--- config.mk ---
export PLATFORM = sky130hd
export DESIGN_NAME = irq_ctrl_top
export DESIGN_NICKNAME = d
export VERILOG_FILES = /design/src/rtl/irq_ctrl_pkg.sv /design/src/rtl/irq_rst_sync.sv /design/src/rtl/irq_reg_decode.sv /design/src/rtl/irq_status_core.sv /design/src/rtl/irq_notify.sv /design/src/rtl/irq_ctrl_top.sv
export SDC_FILE = /design/constraint.sdc
export NUM_CORES = 1
export LEC_CHECK = 0
export BUFFER_PORTS_ARGS = -buffer_cell sky130_fd_sc_hd__buf_2
export CELL_PAD_IN_SITES_DETAIL_PLACEMENT = 1
export CELL_PAD_IN_SITES_GLOBAL_PLACEMENT = 2
export CORE_ASPECT_RATIO = 1.1
export CORE_MARGIN = 5
export CORE_UTILIZATION = 32
export CTS_CLUSTER_DIAMETER = 120
export DETAILED_ROUTE_END_ITERATION = 8
export GPL_TIMING_DRIVEN = 0
export PLACE_DENSITY_LB_ADDON = 0.1
export SYNTH_ARGS = -nofsm -noshare
export SYNTH_HDL_FRONTEND = slang
export SYNTH_SLANG_ARGS = --single-unit
--- constraint.sdc ---
create_clock -name clk -period 3.3 [get_ports clk]
set_input_delay 0.33 -clock clk [delete_from_list [all_inputs] [get_ports clk]]
set_output_delay 0.33 -clock clk [all_outputs]
set_load 0.01 [all_outputs]
--- src/rtl/irq_ctrl_pkg.sv ---
package irq_ctrl_pkg;

  // status bit layout
  localparam int unsigned STAT_BITS = 2;
  localparam int unsigned CMPL_BIT  = 0;
  localparam int unsigned MSG_BIT   = 1;

  // word offsets in the register window
  localparam int unsigned OFF_STATUS = 'h00;
  localparam int unsigned OFF_MASK   = 'h04;
  localparam int unsigned OFF_CMDST  = 'h08;
  localparam int unsigned OFF_KICK_A = 'h0C;
  localparam int unsigned OFF_KICK_B = 'h10;
  localparam int unsigned OFF_DEBUG  = 'h14;

  typedef enum logic [2:0] {
    SEL_NONE,
    SEL_STAT,
    SEL_MASK,
    SEL_CMDST,
    SEL_KICK,
    SEL_DBG
  } reg_sel_e;

endpackage

--- src/rtl/irq_rst_sync.sv ---
module irq_rst_sync #(
  parameter int unsigned STAGES = 2
) (
  input  logic clk,
  input  logic rst_n,
  output logic rst_sync_n
);

  logic [STAGES-1:0] sync_q;
  logic [STAGES-1:0] sync_d;

  generate
    if (STAGES == 1) begin : g_one
      assign sync_d = 1'b1;
    end else begin : g_many
      assign sync_d = {sync_q[STAGES-2:0], 1'b1};
    end
  endgenerate

  always_ff @(posedge clk or negedge rst_n) begin
    if (!rst_n) begin
      sync_q <= '0;
    end else begin
      sync_q <= sync_d;
    end
  end

  assign rst_sync_n = sync_q[STAGES-1];

endmodule

--- src/rtl/irq_reg_decode.sv ---
module irq_reg_decode
  import irq_ctrl_pkg::*;
#(
  parameter int unsigned ADDR_W = 8,
  parameter int unsigned DATA_W = 32
) (
  input  logic                 clk,
  input  logic                 rst_n,
  input  logic                 reg_wr_en,
  input  logic                 reg_rd_en,
  input  logic [ADDR_W-1:0]    reg_addr,
  input  logic [STAT_BITS-1:0] stat_q,
  input  logic [DATA_W-1:0]    mask_q,
  input  logic [DATA_W-1:0]    cmd_status,
  output logic                 wr_stat,
  output logic                 wr_mask,
  output logic                 kick_q,
  output logic                 retry_q,
  output logic [DATA_W-1:0]    rdata_q
);

  reg_sel_e          sel;
  logic              aligned;
  logic              kick_d;
  logic              retry_d;
  logic [DATA_W-1:0] rdata_d;

  assign aligned = (reg_addr[1:0] == 2'b00);

  always_comb begin
    sel = SEL_NONE;
    if (aligned) begin
      if (reg_addr == ADDR_W'(OFF_STATUS))      sel = SEL_STAT;
      else if (reg_addr == ADDR_W'(OFF_MASK))   sel = SEL_MASK;
      else if (reg_addr == ADDR_W'(OFF_CMDST))  sel = SEL_CMDST;
      else if (reg_addr == ADDR_W'(OFF_KICK_A)) sel = SEL_KICK;
      else if (reg_addr == ADDR_W'(OFF_KICK_B)) sel = SEL_KICK;
      else if (reg_addr == ADDR_W'(OFF_DEBUG))  sel = SEL_DBG;
      else                                      sel = SEL_NONE;
    end
  end

  // write side: debug and unmapped targets produce no strobe
  assign wr_stat = reg_wr_en && (sel == SEL_STAT);
  assign wr_mask = reg_wr_en && (sel == SEL_MASK);
  assign kick_d  = reg_wr_en && (sel == SEL_KICK);
  assign retry_d = wr_stat;

  // read side
  always_comb begin
    case (sel)
      SEL_STAT:  rdata_d = DATA_W'(stat_q);
      SEL_MASK:  rdata_d = mask_q;
      SEL_CMDST: rdata_d = cmd_status;
      default:   rdata_d = '0;
    endcase
  end

  always_ff @(posedge clk or negedge rst_n) begin
    if (!rst_n) begin
      kick_q  <= 1'b0;
      retry_q <= 1'b0;
    end else begin
      kick_q  <= kick_d;
      retry_q <= retry_d;
    end
  end

  always_ff @(posedge clk or negedge rst_n) begin
    if (!rst_n) begin
      rdata_q <= '0;
    end else if (reg_rd_en) begin
      rdata_q <= rdata_d;
    end
  end

endmodule

--- src/rtl/irq_status_core.sv ---
module irq_status_core
  import irq_ctrl_pkg::*;
#(
  parameter int unsigned DATA_W = 32
) (
  input  logic                 clk,
  input  logic                 rst_n,
  input  logic                 clr_en,
  input  logic                 mask_wr,
  input  logic [DATA_W-1:0]    wdata,
  input  logic [STAT_BITS-1:0] stat_set,
  output logic [STAT_BITS-1:0] stat_q,
  output logic [DATA_W-1:0]    mask_q,
  output logic                 cond,
  output logic                 cond_next,
  output logic                 reeval
);

  logic [STAT_BITS-1:0] stat_d;
  logic [DATA_W-1:0]    mask_d;
  logic                 stat_en;

  // per bit: a set event overrides a simultaneous one-to-clear
  generate
    for (genvar b = 0; b < STAT_BITS; b++) begin : g_bit
      assign stat_d[b] = stat_set[b] | (stat_q[b] & ~(clr_en & wdata[b]));
    end
  endgenerate

  assign stat_en = clr_en | (|stat_set);
  assign mask_d  = mask_wr ? wdata : mask_q;

  assign cond      = |(mask_q[STAT_BITS-1:0] & stat_q);
  assign cond_next = |(mask_d[STAT_BITS-1:0] & stat_d);
  assign reeval    = stat_en | mask_wr;

  always_ff @(posedge clk or negedge rst_n) begin
    if (!rst_n) begin
      stat_q <= '0;
    end else if (stat_en) begin
      stat_q <= stat_d;
    end
  end

  always_ff @(posedge clk or negedge rst_n) begin
    if (!rst_n) begin
      mask_q <= '0;
    end else if (mask_wr) begin
      mask_q <= mask_d;
    end
  end

endmodule

--- src/rtl/irq_notify.sv ---
module irq_notify (
  input  logic clk,
  input  logic rst_n,
  input  logic msg_mode,
  input  logic cond,
  input  logic cond_next,
  input  logic reeval,
  output logic irq_level,
  output logic irq_msg_pulse
);

  logic pulse_d;
  logic pulse_q;

  // message mode: notify only when an update leaves the condition true
  assign pulse_d = msg_mode & reeval & cond_next;

  always_ff @(posedge clk or negedge rst_n) begin
    if (!rst_n) begin
      pulse_q <= 1'b0;
    end else begin
      pulse_q <= pulse_d;
    end
  end

  assign irq_level     = ~msg_mode & cond;
  assign irq_msg_pulse = pulse_q;

endmodule

--- src/rtl/irq_ctrl_top.sv ---
module irq_ctrl_top
  import irq_ctrl_pkg::*;
#(
  parameter int unsigned ADDR_W      = 8,
  parameter int unsigned DATA_W      = 32,
  parameter int unsigned SYNC_STAGES = 2
) (
  input  logic              clk,
  input  logic              rst_n,
  input  logic              reg_wr_en,
  input  logic              reg_rd_en,
  input  logic [ADDR_W-1:0] reg_addr,
  input  logic [DATA_W-1:0] reg_wdata,
  output logic [DATA_W-1:0] reg_rdata,
  input  logic [DATA_W-1:0] cmd_status_in,
  input  logic              evt_cmpl,
  input  logic              evt_msg,
  input  logic              msg_mode,
  output logic              irq_level,
  output logic              irq_msg_pulse,
  output logic              kick_req,
  output logic              cmpl_retry
);

  logic                 rst_sync_n;
  logic                 wr_stat;
  logic                 wr_mask;
  logic [STAT_BITS-1:0] stat_set;
  logic [STAT_BITS-1:0] stat_q;
  logic [DATA_W-1:0]    mask_q;
  logic                 cond;
  logic                 cond_next;
  logic                 reeval;

  always_comb begin
    stat_set           = '0;
    stat_set[CMPL_BIT] = evt_cmpl;
    stat_set[MSG_BIT]  = evt_msg;
  end

  irq_rst_sync #(.STAGES(SYNC_STAGES)) rst_i (
    .clk        (clk),
    .rst_n      (rst_n),
    .rst_sync_n (rst_sync_n)
  );

  irq_reg_decode #(.ADDR_W(ADDR_W), .DATA_W(DATA_W)) dec_i (
    .clk        (clk),
    .rst_n      (rst_sync_n),
    .reg_wr_en  (reg_wr_en),
    .reg_rd_en  (reg_rd_en),
    .reg_addr   (reg_addr),
    .stat_q     (stat_q),
    .mask_q     (mask_q),
    .cmd_status (cmd_status_in),
    .wr_stat    (wr_stat),
    .wr_mask    (wr_mask),
    .kick_q     (kick_req),
    .retry_q    (cmpl_retry),
    .rdata_q    (reg_rdata)
  );

  irq_status_core #(.DATA_W(DATA_W)) core_i (
    .clk       (clk),
    .rst_n     (rst_sync_n),
    .clr_en    (wr_stat),
    .mask_wr   (wr_mask),
    .wdata     (reg_wdata),
    .stat_set  (stat_set),
    .stat_q    (stat_q),
    .mask_q    (mask_q),
    .cond      (cond),
    .cond_next (cond_next),
    .reeval    (reeval)
  );

  irq_notify ntf_i (
    .clk           (clk),
    .rst_n         (rst_sync_n),
    .msg_mode      (msg_mode),
    .cond          (cond),
    .cond_next     (cond_next),
    .reeval        (reeval),
    .irq_level     (irq_level),
    .irq_msg_pulse (irq_msg_pulse)
  );

endmodule

# Word-level counts from Yosys, hierarchy flattened
# Cells that the tools add are included.
[word_totals]
register_bits = 71
inputBits = 79
output_inout_bits = 36
word_cells = 49
[op_classes]
eq_ne = 9
mux = 9
bitwise_logic = 16
n_reduce_logical = 8
[ops]
columns = ["op", "count"]
rows = [
  ["$pmux W32 S3", 1],
  ["$mux W3", 7],
  ["$eq A8 B4 Y1 const B", 2],
  ["$eq A8 B5 Y1 const B", 2],
  ["$eq A8 B3 Y1 const B", 1],
  ["$logic_not A8 Y1", 1],
  ["$and A1 B1 Y1", 7],
  ["$eq A3 B2 Y1 const B", 2],
  ["$reduce_or A2 Y1", 3],
  ["$and A2 B2 Y2", 2],
  ["$or A1 B1 Y1", 4],
  ["$eq A3 B1 Y1 const B", 1],
  ["$eq A3 B3 Y1 const B", 1],
  ["$logic_and A1 B1 Y1", 3],
  ["$not A1 Y1", 3],
  ["$logic_not A2 Y1", 1],
  ["$mux W2", 1],
]

# Logic depth before layout (Yosys ltp)
# Gate-level depths: netlist of run 1.
[depth]
word_depth = 17
depth_mapped = 8
mapped_depth_nobuf = 5

# Modules after synthesis
# A second synthesis of run 1 with hierarchy kept.
[hier_totals]
hier_cells = 244
area_unflattened_um2 = 3214.3
[modules_own_cells]
columns = ["mod", "n_inst", "cells_each", "area_per_inst_um2", "seq_area_each_um2"]
rows = [
  ["irq_reg_decode", 1, 161, 1819.2, 850.8],
  ["irq_status_core", 1, 77, 1300.0, 850.8],
  ["irq_rst_sync", 1, 3, 53.8, 50.0],
  ["irq_notify", 1, 3, 41.3, 25.0],
]

# Least setup slack after synthesis of run 1
# OpenSTA, ideal clock, no wires.
[synth_path]
kind = "input to register"
start = "input port reg_addr[3]"
end = "register core_i.mask_q[10]"
setup_ps = 125
arrival_time_ps = 1543
t_required_ps = 3175
path_slack_ps = 1632
cell_stages = 7
path_buffers = 3
cell_sequence = "buf_6 -> nor4_1 -> and4b_1 -> buf_6 -> nand2_4 -> buf_2 -> mux2_2"
[synth_between]
elab_chain_cells = 10
elab_cells_between_ends = 15
classes_between = "eq/ne: 6; mux: 7; reduce/logical: 2"
[synth_lines]
columns = ["element", "line_no", "text"]
rows = [
  ["from (decl)", "irq_ctrl_top.sv:12", "input logic [ADDR_W-1:0] reg_addr,"],
  ["$eq A8 B5 Y1", "irq_reg_decode.sv:38", "else if (reg_addr == ADDR_W'(OFF_DEBUG)) sel = SEL_DBG;"],
  ["$mux W3", "irq_reg_decode.sv:38", ""],
  ["$mux W3", "irq_reg_decode.sv:37", "else if (reg_addr == ADDR_W'(OFF_KICK_B)) sel = SEL_KICK;"],
  ["$mux W3", "irq_reg_decode.sv:36", "else if (reg_addr == ADDR_W'(OFF_KICK_A)) sel = SEL_KICK;"],
  ["$mux W3", "irq_reg_decode.sv:35", "else if (reg_addr == ADDR_W'(OFF_CMDST)) sel = SEL_CMDST;"],
  ["$mux W3", "irq_reg_decode.sv:34", "else if (reg_addr == ADDR_W'(OFF_MASK)) sel = SEL_MASK;"],
  ["$mux W3 (*)", "irq_reg_decode.sv:33", "if (reg_addr == ADDR_W'(OFF_STATUS)) sel = SEL_STAT;"],
  ["$mux W3 (*)", "irq_reg_decode.sv:32", "if (aligned) begin"],
  ["$eq A3 B2 Y1 (*)", "irq_reg_decode.sv:45", "assign wr_mask = reg_wr_en && (sel == SEL_MASK);"],
  ["$logic_and A1 B1 Y1 (*)", "irq_reg_decode.sv:45", ""],
  ["to (signal assigned)", "irq_status_core.sv:49", "mask_q <= mask_d;"],
  ["to (decl)", "irq_status_core.sv:13", "output logic [DATA_W-1:0] mask_q,"],
]
# Every way passes the cells marked *; elsewhere a longest branch is shown, timed or not.
# A chain may end at the register's enable or synchronous reset.

# Final worst setup path of run 1
[layout_path]
start = "input port reg_addr[3]"
end = "register core_i.mask_q[18]"
# The elaborated chain is that of the path after synthesis.

==> summary.md, run 1 <==
| Metric | Value |
|---|---|
| Run status | `finished clean` |
| Sequential area share after synthesis | `58.80%` |
| Fin crit period | `1519 ps` |
| Ranking of synthesized cells by area | `dfrtp_1 (59%), mux2_2 (11%), a22oi_1 (7.7%)` |
| Most common cell after layout, fill and taps aside | `buf_2` |
| GPL Wtd Cong | `0.7229` |
| First-pass GRT wire length | `13100 µm` |
| Hold_buf cts | `1` |
| Pleak | `1.951 nW` |
| Power per cell area | `420.8 nW/µm²` |
| Setup violation total in the final timing report | `0` |
| R2R Setup Slk | `2220 ps` |
| Setup TNS | `0 ps` |
| Syn_nets | `337` |
| Root buffer cell | `clkbuf_8` |
| Area Overhead vs Synth | `30.19%` |
| Worst EP required | `3520 ps` |
| Post-DRT Antenna Nets | `0` |
| Row cnt | `37` |
| Initial Utilization | `32.47%` |
| Max_slew headroom | `64.74%` |
| Post-DP HPWL | `6001 µm` |
| Least-Margin Pin Slew | `528.9 ps` |
| Crit path cell chain | `buf_6, nor4_1, and4b_1, buf_6, nand2_4, buf_2, mux2_2` |
| Critical Path Sink Type | `flip-flop` |
| Crit path DAT | `1740 ps` |
| Finished Layout Cells | `504` |
| Via/cell ratio | `4.756` |
| Flop pwr share | `54.7%` |
| Worst Reg-to-Reg Cells | `3` |
| Placed insts | `488` |
| Ys Warns | `0` |
| Post-route DRC | `0` |
| Final nets | `462` |
| Top Ports | `115` |
| CP most frequent cell | `buf_6` |
| Fmax | `0.6583 GHz` |
| Vias in the first global route | `2634` |
| Mean Syn Cell Area | `11.71 µm²` |
| Routed wire length | `8157 µm` |
| Reg2Reg Launch Point | `core_i.mask_q[0]` |
| Max Fanout on Critical Path | `10` |
| CORE AREA | `9305 µm²` |
| Slew Limit Fails | `0` |
| Post-synth top area cell | `dfrtp_1` |
| DR pass1 iterations | `4` |
| Resize count post-CTS | `0` |
| Most frequent cells in the layout | `buf_2 (116), dfrtp_1 (70), inv_1 (34), o22ai_1 (34), a22oi_1 (31)` |
| Sw power | `0.4050 mW` |
| Max Root-Sink Buffers | `2` |
| Detailed-route via count | `2397` |
| Post-layout util | `42.28%` |
| Initial antenna violation count | `1` |
| Power, Total | `1.655 mW` |
| Die Span X | `102.7 µm` |
| Element type at the critical path start | `primary input` |
| Bufs and invs on worst path | `3` |
| Combinational Power Share | `8.8%` |
| Max Clock Skew | `6.158 ps` |
| HP Class | `flip-flop to async pin` |
| RSZ-0062 raised after global routing | `no` |
| Slowest stage cell, crit path | `mux2_2` |
| Clock transition at path regs | `70 ps` |
| Fillers | `1058` |
| TritonCTS clock tree | `built` |
| Port bufs | `112` |
| Drt initial violations | `65` |
| Internal power | `1.250 mW` |
| Seq cells post-synth | `71` |
| Max_cap viols | `0` |
| Mapped Cells | `258` |
| Latest clock arrival within the worst-skew pair | `340 ps` |
| Grt ovf | `0` |
| Count of cell types in the netlist | `26` |
| Top-area cell type share of the netlist area | `58.80%` |
| Cell area after synthesis | `3022 µm²` |
| Final hold vios | `0` |
| CP top delay family | `simple AND/OR/NAND/NOR gates` |
| Net switching share of the total power | `24.47%` |
| Critical path's largest stage delay | `290 ps` |
| Final period util | `46.03%` |
| Crit path kind | `primary input to flip-flop` |
| Diode count | `0` |
| Die area | `11490 µm²` |
| Die Y-Extent | `111.9 µm` |
| Sinks on Clock Net | `71` |
| Share of cells above drive strength 1 | `42.64%` |
| Total track usage | `14.89%` |
| Capturing point of the worst reg2reg path | `ntf_i.irq_msg_pulse` |
| Largest net degree at the start of global routing | `55` |
| H-tree lvl count | `3` |
| Setup Buffers After CTS | `0` |
| CTS buffer count | `9` |
| Maximum vdd drop | `0.1891 mV` |
| Clk pwr share | `36.5%` |
| DR WL/cell | `16.18 µm` |
-- flip-flops by register name (all words and copies together), names as in the netlist --
name	count
core_i.mask_q	32
dec_i.kick_q	1
dec_i.rdata_q	32
core_i.stat_q	2
rst_i.sync_q	2
dec_i.retry_q	1
ntf_i.irq_msg_pulse	1
-- how the worst max path moves through the flow --
| stage | start | endpoint | slack (ps) | cells past startpoint |
|---|---|---|---|---|
| 6_report | reg_addr[3] | core_i.mask_q[18] | 1780 | 7 |
| 5_1_grt | reg_addr[3] | core_i.mask_q[11] | 1640 | 7 |
| 4_1_cts | reg_addr[3] | core_i.mask_q[21] | 1770 | 7 |
| 3_5_place_dp | reg_addr[3] | core_i.mask_q[21] | 1410 | 7 |
| 3_3_place_gp | rst_i.sync_q[1] | dec_i.rdata_q[19] | 160 | 0 |
| 2_1_floorplan | rst_i.sync_q[1] | core_i.mask_q[0] | 1180 | 0 |
-- logic make-up (layout without fill, tap and decap cells) --
kind of cell	count (synthesis)	after routing	synth area share, %
other	1	1	0.1241
buffers and inverters	54	183	7.370
DFF	71	71	58.80
and+or+nand+nor	22	22	4.058
muxes	34	34	12.51
AOI/OAI and AO/OA	76	76	17.14
-- layer usage --
layer	track usage [%]	vias up	wire length, µm
met5	0	-	7
met4	4.724	2	76
met3	5.576	9	597
met2	23.64	65	4039
met1	18.62	1156	3435
li1	-	1165	-
-- per-stage QoR --
step / hold WS [ps] / setup slack, ps / area, µm²
final: 199.3 / 1781 / 3934
after global placement: 115.7 / 163.2 / 3729
after detailed placement: 118.6 / 1412 / 3760
after global routing: 187.5 / 1638 / 3934
after floorplan: 34.41 / 1176 / 3022
after CTS: 189.3 / 1772 / 3934
-- synth_stat cells, drive strengths merged --
| library cell | instances |
|---|---|
| a21o | 2 |
| a21oi | 3 |
| a22oi | 31 |
| a311o | 2 |
| and3 | 1 |
| and4b | 1 |
| buf | 7 |
| clkbuf | 13 |
| conb | 1 |
| dfrtp | 71 |
| inv | 34 |
| mux2 | 30 |
| mux2i | 4 |
| nand2 | 7 |
| nand3b | 1 |
| nor2 | 5 |
| nor2b | 3 |
| nor4 | 1 |
| nor4b | 1 |
| o21ai | 3 |
| o22ai | 34 |
| o31ai | 1 |
| or3 | 2 |
-- cell type report --
type / instances / area, µm² / area share, %
timing repair buffer: 114 / 598.1 / 15.20
inverter: 34 / 127.6 / 3.244
buffer: 20 / 95.09 / 2.417
clock buffer: 11 / 141.4 / 3.594
sequential: 71 / 1780 / 45.26
multi-input combinational: 133 / 1022 / 25.99
clock inverter: 4 / 22.52 / 0.5725
tap: 117 / 146.4 / 3.721
-- power by group through the flow --
| stage | Clock (mW) | Sequential (mW) | Combinational (mW) |
|---|---|---|---|
| 3_3_place_gp | 0 | 0.935 | 0.130 |
| 4_1_cts | 0.631 | 0.906 | 0.151 |
| 2_1_floorplan | 0 | 0.928 | 0.0641 |
| 5_1_grt | 0.670 | 0.910 | 0.165 |
| 6_report | 0.604 | 0.906 | 0.146 |
| 3_5_place_dp | 0 | 0.923 | 0.150 |
-- worst reg2reg max path: cells and delay by family (launching register included) --
kind | cells | cell delay (ps)
muxes | 1 | 90
DFF | 1 | 420
AOI/OAI and AO/OA | 2 | 500
(Power assumes the default switching activity.)
==> inputs of run 2 (changes only) <==
Settings changed: ABC_AREA from default to 1, CORE_UTILIZATION 32 to 27.
Clock period 3.3 ns to 1.5 ns, I/O delays scaled along.
==> run 2 against run 1 <==
Against the previous run:
- total power rose to 2.7 times the previous value
- sequential power rose by 120%
- count of clock-buffer cells in the layout grew 2
- synthesized area rose by 6.8%
- global-route usage shrank 1.1 points
- sequential share of layout area is 4.2 points lower
- wire length rose by 14%
- core utilization shrank 4.9 points
- highest routed layer is now met4
==> summary.md, run 2 <==
| Metric | Value |
|---|---|
| Post-synth top area cell | `dfrtp_1` |
| Seq cells post-synth | `71 (unchanged)` |
| Clk pwr share | `48.9% (+12 points)` |
| Largest registers | `core_i.mask_q (32), dec_i.rdata_q (32)` |
| Flop pwr share | `45.0% (-9.7 points)` |
| Pleak | `2.584 nW (+32%)` |
| Most common cell after layout, fill and taps aside | `nand2_1` |
| Initial Utilization | `27.83% (-4.6 points)` |
| CORE AREA | `11590 µm² (+25%)` |
| Sw power | `0.9635 mW (+140%)` |
| Combinational Power Share | `6.1% (-2.7 points)` |
| Post-layout util | `37.36% (-4.9 points)` |
| Via/cell ratio | `4.191 (-12%)` |
| Mapped Cells | `422 (+64%)` |
| Synth cell count leaders | `nand2_1 (266), dfrtp_1 (71), inv_1 (17)` |
| Worst Reg-to-Reg Cells | `1 (-2)` |
| Maximum vdd drop | `0.5426 mV (+190%)` |
| Share of cells above drive strength 1 | `27.85% (-15 points)` |
| Crit path cell chain | `nand2_1, a21oi_1, buf_2` |
| Worst EP required | `1350 ps (-2170 ps)` |
| Ranking of synthesized cells by area | `dfrtp_1 (55%), nand2_1 (31%), o21ai_0 (2.5%)` |
| Drt initial violations | `132 (+100%)` |
| Critical Path Sink Type | `primary output` |
| Max Fanout on Critical Path | `3 (-7)` |
| DR WL/cell | `13.19 µm (-18%)` |
| Hold WS | `12.16 ps (-187.1 ps)` |
| Post-synthesis async set-or-reset flop share | `100.0% (unchanged)` |
| Slowest stage cell, crit path | `dfrtp_1` |
| Crit path DAT | `1080 ps (-660 ps)` |
| Syn_nets | `501 (+49%)` |
| Grt ovf | `0 (unchanged)` |
| RSZ-0062 raised after global routing | `no` |
| Area Overhead vs Synth | `34.24%` |
| Ys Warns | `0 (unchanged)` |
| Initial antenna violation count | `0 (-1)` |
| Count of cell types in the netlist | `25 (-3.8%)` |
| Fin crit period | `1230 ps` |
| Port bufs | `113 (+0.89%)` |
| GPL Wtd Cong | `0.7775 (+7.6%)` |
| Mean Syn Cell Area | `7.647 µm² (-35%)` |
| Total track usage | `13.79% (-1.1 points)` |
| EDFF count, synth | `0 (unchanged)` |
| HP Class | `primary input to flip-flop` |
| Die Y-Extent | `124.7 µm (+11%)` |
| Element type at the critical path start | `flip-flop` |
| Crit path kind | `flip-flop to primary output` |
| Power per cell area | `1033 nW/µm² (+150%)` |
| Hold Path Stages | `3` |
| Setup Buffers After CTS | `0 (unchanged)` |
| TritonCTS clock tree | `built` |
| Post-DP HPWL | `7273 µm (+21%)` |
| Most common cell in the netlist | `nand2_1` |
| Clock transition at path regs | `50 ps (-20 ps)` |
| Top-area cell type share of the netlist area | `55.06% (-3.7 points)` |
| Slew Limit Fails | `0 (unchanged)` |
| Routed wire length | `9275 µm (+14%)` |
| Cell area after synthesis | `3227 µm² (+6.8%)` |
| DR pass1 iterations | `4 (unchanged)` |
| Max Root-Sink Buffers | `2 (unchanged)` |
| Post-DRT Antenna Nets | `0 (unchanged)` |
| Top Ports | `115 (unchanged)` |
| Critical path's largest stage delay | `370 ps (+80 ps)` |
| Setup violation total in the final timing report | `0 (unchanged)` |
| First-pass GRT wire length | `15610 µm (+19%)` |
| Largest net degree at the start of global routing | `46 (-16%)` |
| Sinks on Clock Net | `71 (unchanged)` |
| CTS buffer count | `9 (unchanged)` |
| Post-route DRC | `0 (unchanged)` |
| Most used DFF post-synth | `dfrtp_1` |
| Root buffer cell | `clkbuf_16` |
| Resize count post-CTS | `0 (unchanged)` |
| Vias in the first global route | `3208 (+22%)` |
| Max Clock Skew | `2.194 ps (-3.964 ps)` |
| Final period util | `82.02%` |
| Row cnt | `41 (+11%)` |
| Final hold vios | `0 (unchanged)` |
| Die Span X | `114.2 µm (+11%)` |
| Fmax | `0.8128 GHz` |
| Run status | `finished clean` |
| Diode count | `0 (unchanged)` |
| Internal power | `3.511 mW (+180%)` |
| Sequential area share after synthesis | `55.06% (-3.7 points)` |
| Detailed-route via count | `2946 (+23%)` |
| Net switching share of the total power | `21.53% (-2.9 points)` |
| H-tree lvl count | `3 (unchanged)` |
| Final nets | `627 (+36%)` |
| Latest clock arrival within the worst-skew pair | `330 ps (about the same)` |
| Die area | `14240 µm² (+24%)` |
| Fillers | `1503 (+42%)` |
| Max_cap viols | `0 (unchanged)` |
| Most frequent cells in the layout | `nand2_1 (266), buf_2 (116), dfrtp_1 (70), inv_1 (17), o21ai_0 (16)` |
-- run 2: cell count changes in the layout (fill, tap and decap cells not counted), moves of 7 or more --
cell and change:
clkbuf_1 -9, mux2_2 -30, nand2_1 +260, inv_1 -17, nand3_1 +8, o22ai_1 -34
a22oi_1 -31, o21ai_0 +13, buf_4 +7, clkbuf_16 +9, clkbuf_8 -7
-- run 2: logic make-up (layout without fill, tap and decap cells) --
kind of cell,Yosys count,after routing,share of synthesized area (%)
other,1,1,0.1162
AOI/OAI and AO/OA,22,22,3.645
DFF,71,71,55.06
buffers and inverters,38,169,5.661
and+or+nand+nor,290,290,35.52
-- run 2: critical path: cells and delay by family, from the launching register on --
kind | cells | cell delay (ps)
buffers and inverters | 1 | 150
and+or+nand+nor | 1 | 70
DFF | 1 | 370
AOI/OAI and AO/OA | 1 | 160
-- run 2: per-stage QoR --
step | setup TNS [ps] | power, mW | std cells | instance area [µm²] | setup WS (ps)
after floorplan | 0 | 2.149 | 422 | 3228 | 289.3
after CTS | 0 | 4.565 | 703 | 4332 | 235.4
after global placement | -19150 | 2.313 | 685 | 3981 | -283.2
after detailed placement | 0 | 2.331 | 686 | 4011 | 50.14
after global routing | 0 | 4.683 | 703 | 4332 | 180.0
final | 0 | 4.475 | 703 | 4332 | 269.7
-- run 2: area by class of cell --
cell class,instances,area (µm²),area share [%]
timing repair buffer,115,603.1,13.92
tap,150,187.7,4.333
buffer,19,111.4,2.571
inverter,19,71.32,1.646
sequential,71,1780,41.10
clock inverter,3,40.04,0.9243
multi-input combinational,313,1267,29.26
clock buffer,13,270.3,6.239
-- run 2: final timing paths --
path,end,from,slack (ps)
max reg2reg,dec_i.rdata_q[17],rst_i.sync_q[1],710
min reg2reg,dec_i.kick_q,rst_i.sync_q[1],240
min in group asynchronous,rst_i.sync_q[1],rst_n,120
max,irq_level,core_i.stat_q[0],270
max in group asynchronous,dec_i.rdata_q[17],rst_i.sync_q[1],710
min,core_i.mask_q[2],reg_wdata[2],10
-- run 2: power by group through the flow --
| stage | clock (mW) | sequential [mW] | combinational, mW |
|---|---|---|---|
| after floorplan | 0 | 2.05 | 0.0963 |
| after global placement | 0 | 2.07 | 0.243 |
| after detailed placement | 0 | 2.05 | 0.282 |
| after CTS | 2.26 | 2.01 | 0.286 |
| after global routing | 2.34 | 2.02 | 0.318 |
| final | 2.19 | 2.01 | 0.275 |
-- run 2: metal layers --
metal  global-route usage, %  vias to the layer above  part of all wire (%)
li1                        -                     1529                     -
met1                   18.28                     1332                    45
met2                   21.78                       73                    47
met3                   2.527                       12                   6.0
met4                   6.080                        0                   2.0
met5                       0                        -                     0
-- run 2: repair_timing --
item	CTS	global route
endpoints found under the hold margin	2	0
hold buffers	1	0
endpoints found under the setup margin	0	0
==> inputs of run 3 (changes only) <==
Settings changed: ABC_AREA 1 to 0, CORE_UTILIZATION 27 to 30.
Clock period 1.5 ns to 1.2 ns, I/O delays scaled along.
==> run 3 against run 2 <==
Against the previous run:
- the flow now finishes with violations (negative setup slack)
- largest power group is now sequential cells
- largest cell class unchanged
- sequential power up 24%
- highest routed layer unchanged
- critical path depth unchanged
- sequential share of layout area down 0.26 points
- critical path type unchanged
==> summary.md, run 3 (synthesis gave the netlist of run 1 again) <==
| Metric | Value |
|---|---|
| Critical path's largest stage delay | `430 ps (+60 ps)` |
| DR WL met3 | `511 µm (-8.6%)` |
| Failing checks | `negative setup slack` |
| Final nets | `496 (-21%)` |
| Net switching share of the total power | `23.59% (+2.1 points)` |
| Post-layout util | `44.29% (+6.9 points)` |
| TritonCTS clock tree | `built` |
| Area of placed instances | `3767 µm² (-6.1%)` |
| Clock transition at path regs | `70 ps (+20 ps)` |
| Post-DP HPWL | `5959 µm (-18%)` |
| Die area | `12180 µm² (-14%)` |
| DR WL/cell | `16.27 µm (+23%)` |
| Share of cells above drive strength 1 | `42.89% (+15 points)` |
| Fmax | `0.8080 GHz` |
| Row cnt | `38 (-7.3%)` |
| Slew Limit Fails | `0 (unchanged)` |
| Max_cap viols | `0 (unchanged)` |
| Slowest stage cell, crit path | `dfrtp_1` |
| Grt ovf | `0 (unchanged)` |
| Max Root-Sink Buffers | `2 (unchanged)` |
| CTS buffer count | `9 (unchanged)` |
| Max_slew headroom | `65.97%` |
| HP Class | `primary input to flip-flop` |
| Drt initial violations | `33 (-75%)` |
| DR pass1 iterations | `4 (unchanged)` |
| Latest clock arrival within the worst-skew pair | `350 ps (+20 ps)` |
| Final hold vios | `0 (unchanged)` |
| Die Span X | `105.7 µm (-7.5%)` |
| Pleak | `2.137 nW (-17%)` |
| Worst EP required | `1080 ps (-270 ps)` |
| Least-Margin Pin Slew | `510.4 ps` |
| Crit path kind | `flip-flop to primary output` |
| Post-route DRC | `0 (unchanged)` |
| RSZ-0062 raised after global routing | `yes` |
| Root buffer cell | `clkbuf_8` |
| Initial Utilization | `30.70% (+2.9 points)` |
| Power per cell area | `1110 nW/µm² (+7.4%)` |
| Post-route cell area | `4359 µm² (+0.64%)` |
| Port bufs | `112 (-0.88%)` |
| R2R Setup Slk | `80 ps (-630 ps)` |
| H-tree lvl count | `3 (unchanged)` |
| Max Clock Skew | `5.484 ps (+3.290 ps)` |
| Routed wire length | `8818 µm (-4.9%)` |
| Flop pwr share | `51.7% (+6.7 points)` |
| Maximum vdd drop | `0.6809 mV (+25%)` |
| Critical Path Sink Type | `primary output` |
| Die Y-Extent | `115.3 µm (-7.5%)` |
| Setup WS post-layout | `-37.59 ps (-307.3 ps)` |
| Final period util | `103.1%` |
| Combinational Power Share | `10.0% (+3.9 points)` |
| Fillers | `1119 (-26%)` |
| Most frequent cells in the layout | `buf_2 (113), dfrtp_1 (70), inv_1 (34), o22ai_1 (34), dlygate4sd3_1 (31)` |
| Total track usage | `14.80% (+1.0 points)` |
| Largest registers | `core_i.mask_q (32), dec_i.rdata_q (32)` |
| Most common cell after layout, fill and taps aside | `buf_2` |
| Multi-input gate area | `1052 µm² (-17%)` |
| Run status | `complete, but fails checks` |
| Top Ports | `115 (unchanged)` |
| Crit path DAT | `1120 ps (+40 ps)` |
| Sw power | `1.141 mW (+18%)` |
| Max Fanout on Critical Path | `4 (+1)` |
| CORE AREA | `9842 µm² (-15%)` |
| Setup violation total in the final timing report | `1 (+1)` |
| Vias in the first global route | `2717 (-15%)` |
| Detailed-route via count | `2563 (-13%)` |
| M1 wire length | `3766 µm (-10%)` |
| Via/cell ratio | `4.729 (+13%)` |
| Element type at the critical path start | `flip-flop` |
| First-pass GRT wire length | `13890 µm (-11%)` |
| Clk pwr share | `38.3% (-11 points)` |
| Post-DRT Antenna Nets | `0 (unchanged)` |
| Internal power | `3.696 mW (+5.3%)` |
| Setup TNS | `-37.59 ps (-37.59 ps)` |
| Sinks on Clock Net | `71 (unchanged)` |
| Crit path cell chain | `a22oi_2, nor2_1, buf_2` |
| Finished Layout Cells | `542 (-23%)` |
| Placed insts | `490 (-29%)` |
| FF/Latch Area | `1780 µm² (unchanged)` |
| Top Layer Used | `met4` |
| Area Overhead vs Synth | `44.26%` |
| Initial antenna violation count | `0 (unchanged)` |
| GPL Wtd Cong | `0.7131 (-8.3%)` |
| Largest net degree at the start of global routing | `70 (+52%)` |
| Diode count | `0 (unchanged)` |
| Routed met2 length | `4385 µm (+1.5%)` |
| Fin crit period | `1238 ps` |
[run 3: cell count changes in the layout (fill, tap and decap cells not counted), sizes merged, moves of 7 or more]
| cell | change |
|---|---|
| nand2 | -263 |
| o22ai | +34 |
| a22oi | +31 |
| dlygate4sd3 | +30 |
| mux2 | +30 |
| o21ai | -16 |
| inv | +15 |
| nand3 | -8 |
| clkbuf | +7 |
[run 3: repair_timing]
item                                   4_1_cts  5_1_grt
setup endpoints to repair                   31      131
pin swaps                                    0        2
setup buffers                                2        4
endpoints found under the hold margin       32        0
hold buffers                                31        0
resized for setup                            2       18
[run 3: worst max-delay path, delay by kind of cell (launching register included)]
family          cells  cell delay (ps)
simple gates        1               50
compound gates      1              160
buf+inv             1              130
flops               1              430
[run 3: worst paths after layout]
check                            startpoint                   to  cells past startpoint
max in group asynchronous   rst_i.sync_q[1]     dec_i.rdata_q[4]                      1
setup reg to reg           core_i.mask_q[0]  ntf_i.irq_msg_pulse                      4
min in group asynchronous             rst_n      rst_i.sync_q[1]                      2
hold reg to reg             rst_i.sync_q[1]    dec_i.rdata_q[22]                      0
setup / recovery           core_i.stat_q[1]            irq_level                      3
hold / removal                reg_wdata[17]    core_i.mask_q[17]                      2
[run 3: metal layers]
layer / global-route usage [%] / vias to the layer above
met5: 0 / -
met4: 6.995 / 0
met3: 3.987 / 11
met2: 24.19 / 67
met1: 18.31 / 1249
li1: - / 1236
[run 3: area by class of cell]
type	count	area share, %
Multi-Input combinational cell	133	24.14
Clock inverter	2	0.2870
Timing Repair Buffer	148	21.18
Tap cell	120	3.444
Inverter	34	2.928
Sequential cell	71	40.84
Buffer	20	2.985
Clock buffer	14	4.191
[run 3: power by group through the flow]
stage / clock [mW] / combinational (mW) / sequential, mW
floorplan: 0 / 0.179 / 2.55
global placement: 0 / 0.365 / 2.57
detailed placement: 0 / 0.372 / 2.57
CTS: 1.95 / 0.456 / 2.53
global route: 2.05 / 0.538 / 2.51
finish: 1.85 / 0.484 / 2.50
[run 3: through the flow]
step                setup WS [ps]  hold WS [ps]  power, mW
floorplan                  -111.0        -175.6      2.733
global placement           -447.0        -94.15      2.938
detailed placement         -495.2        -94.93      2.947
CTS                        -74.85        0.6680      4.937
global route               -112.2         3.320      5.098
finish                     -37.59         20.36      4.837
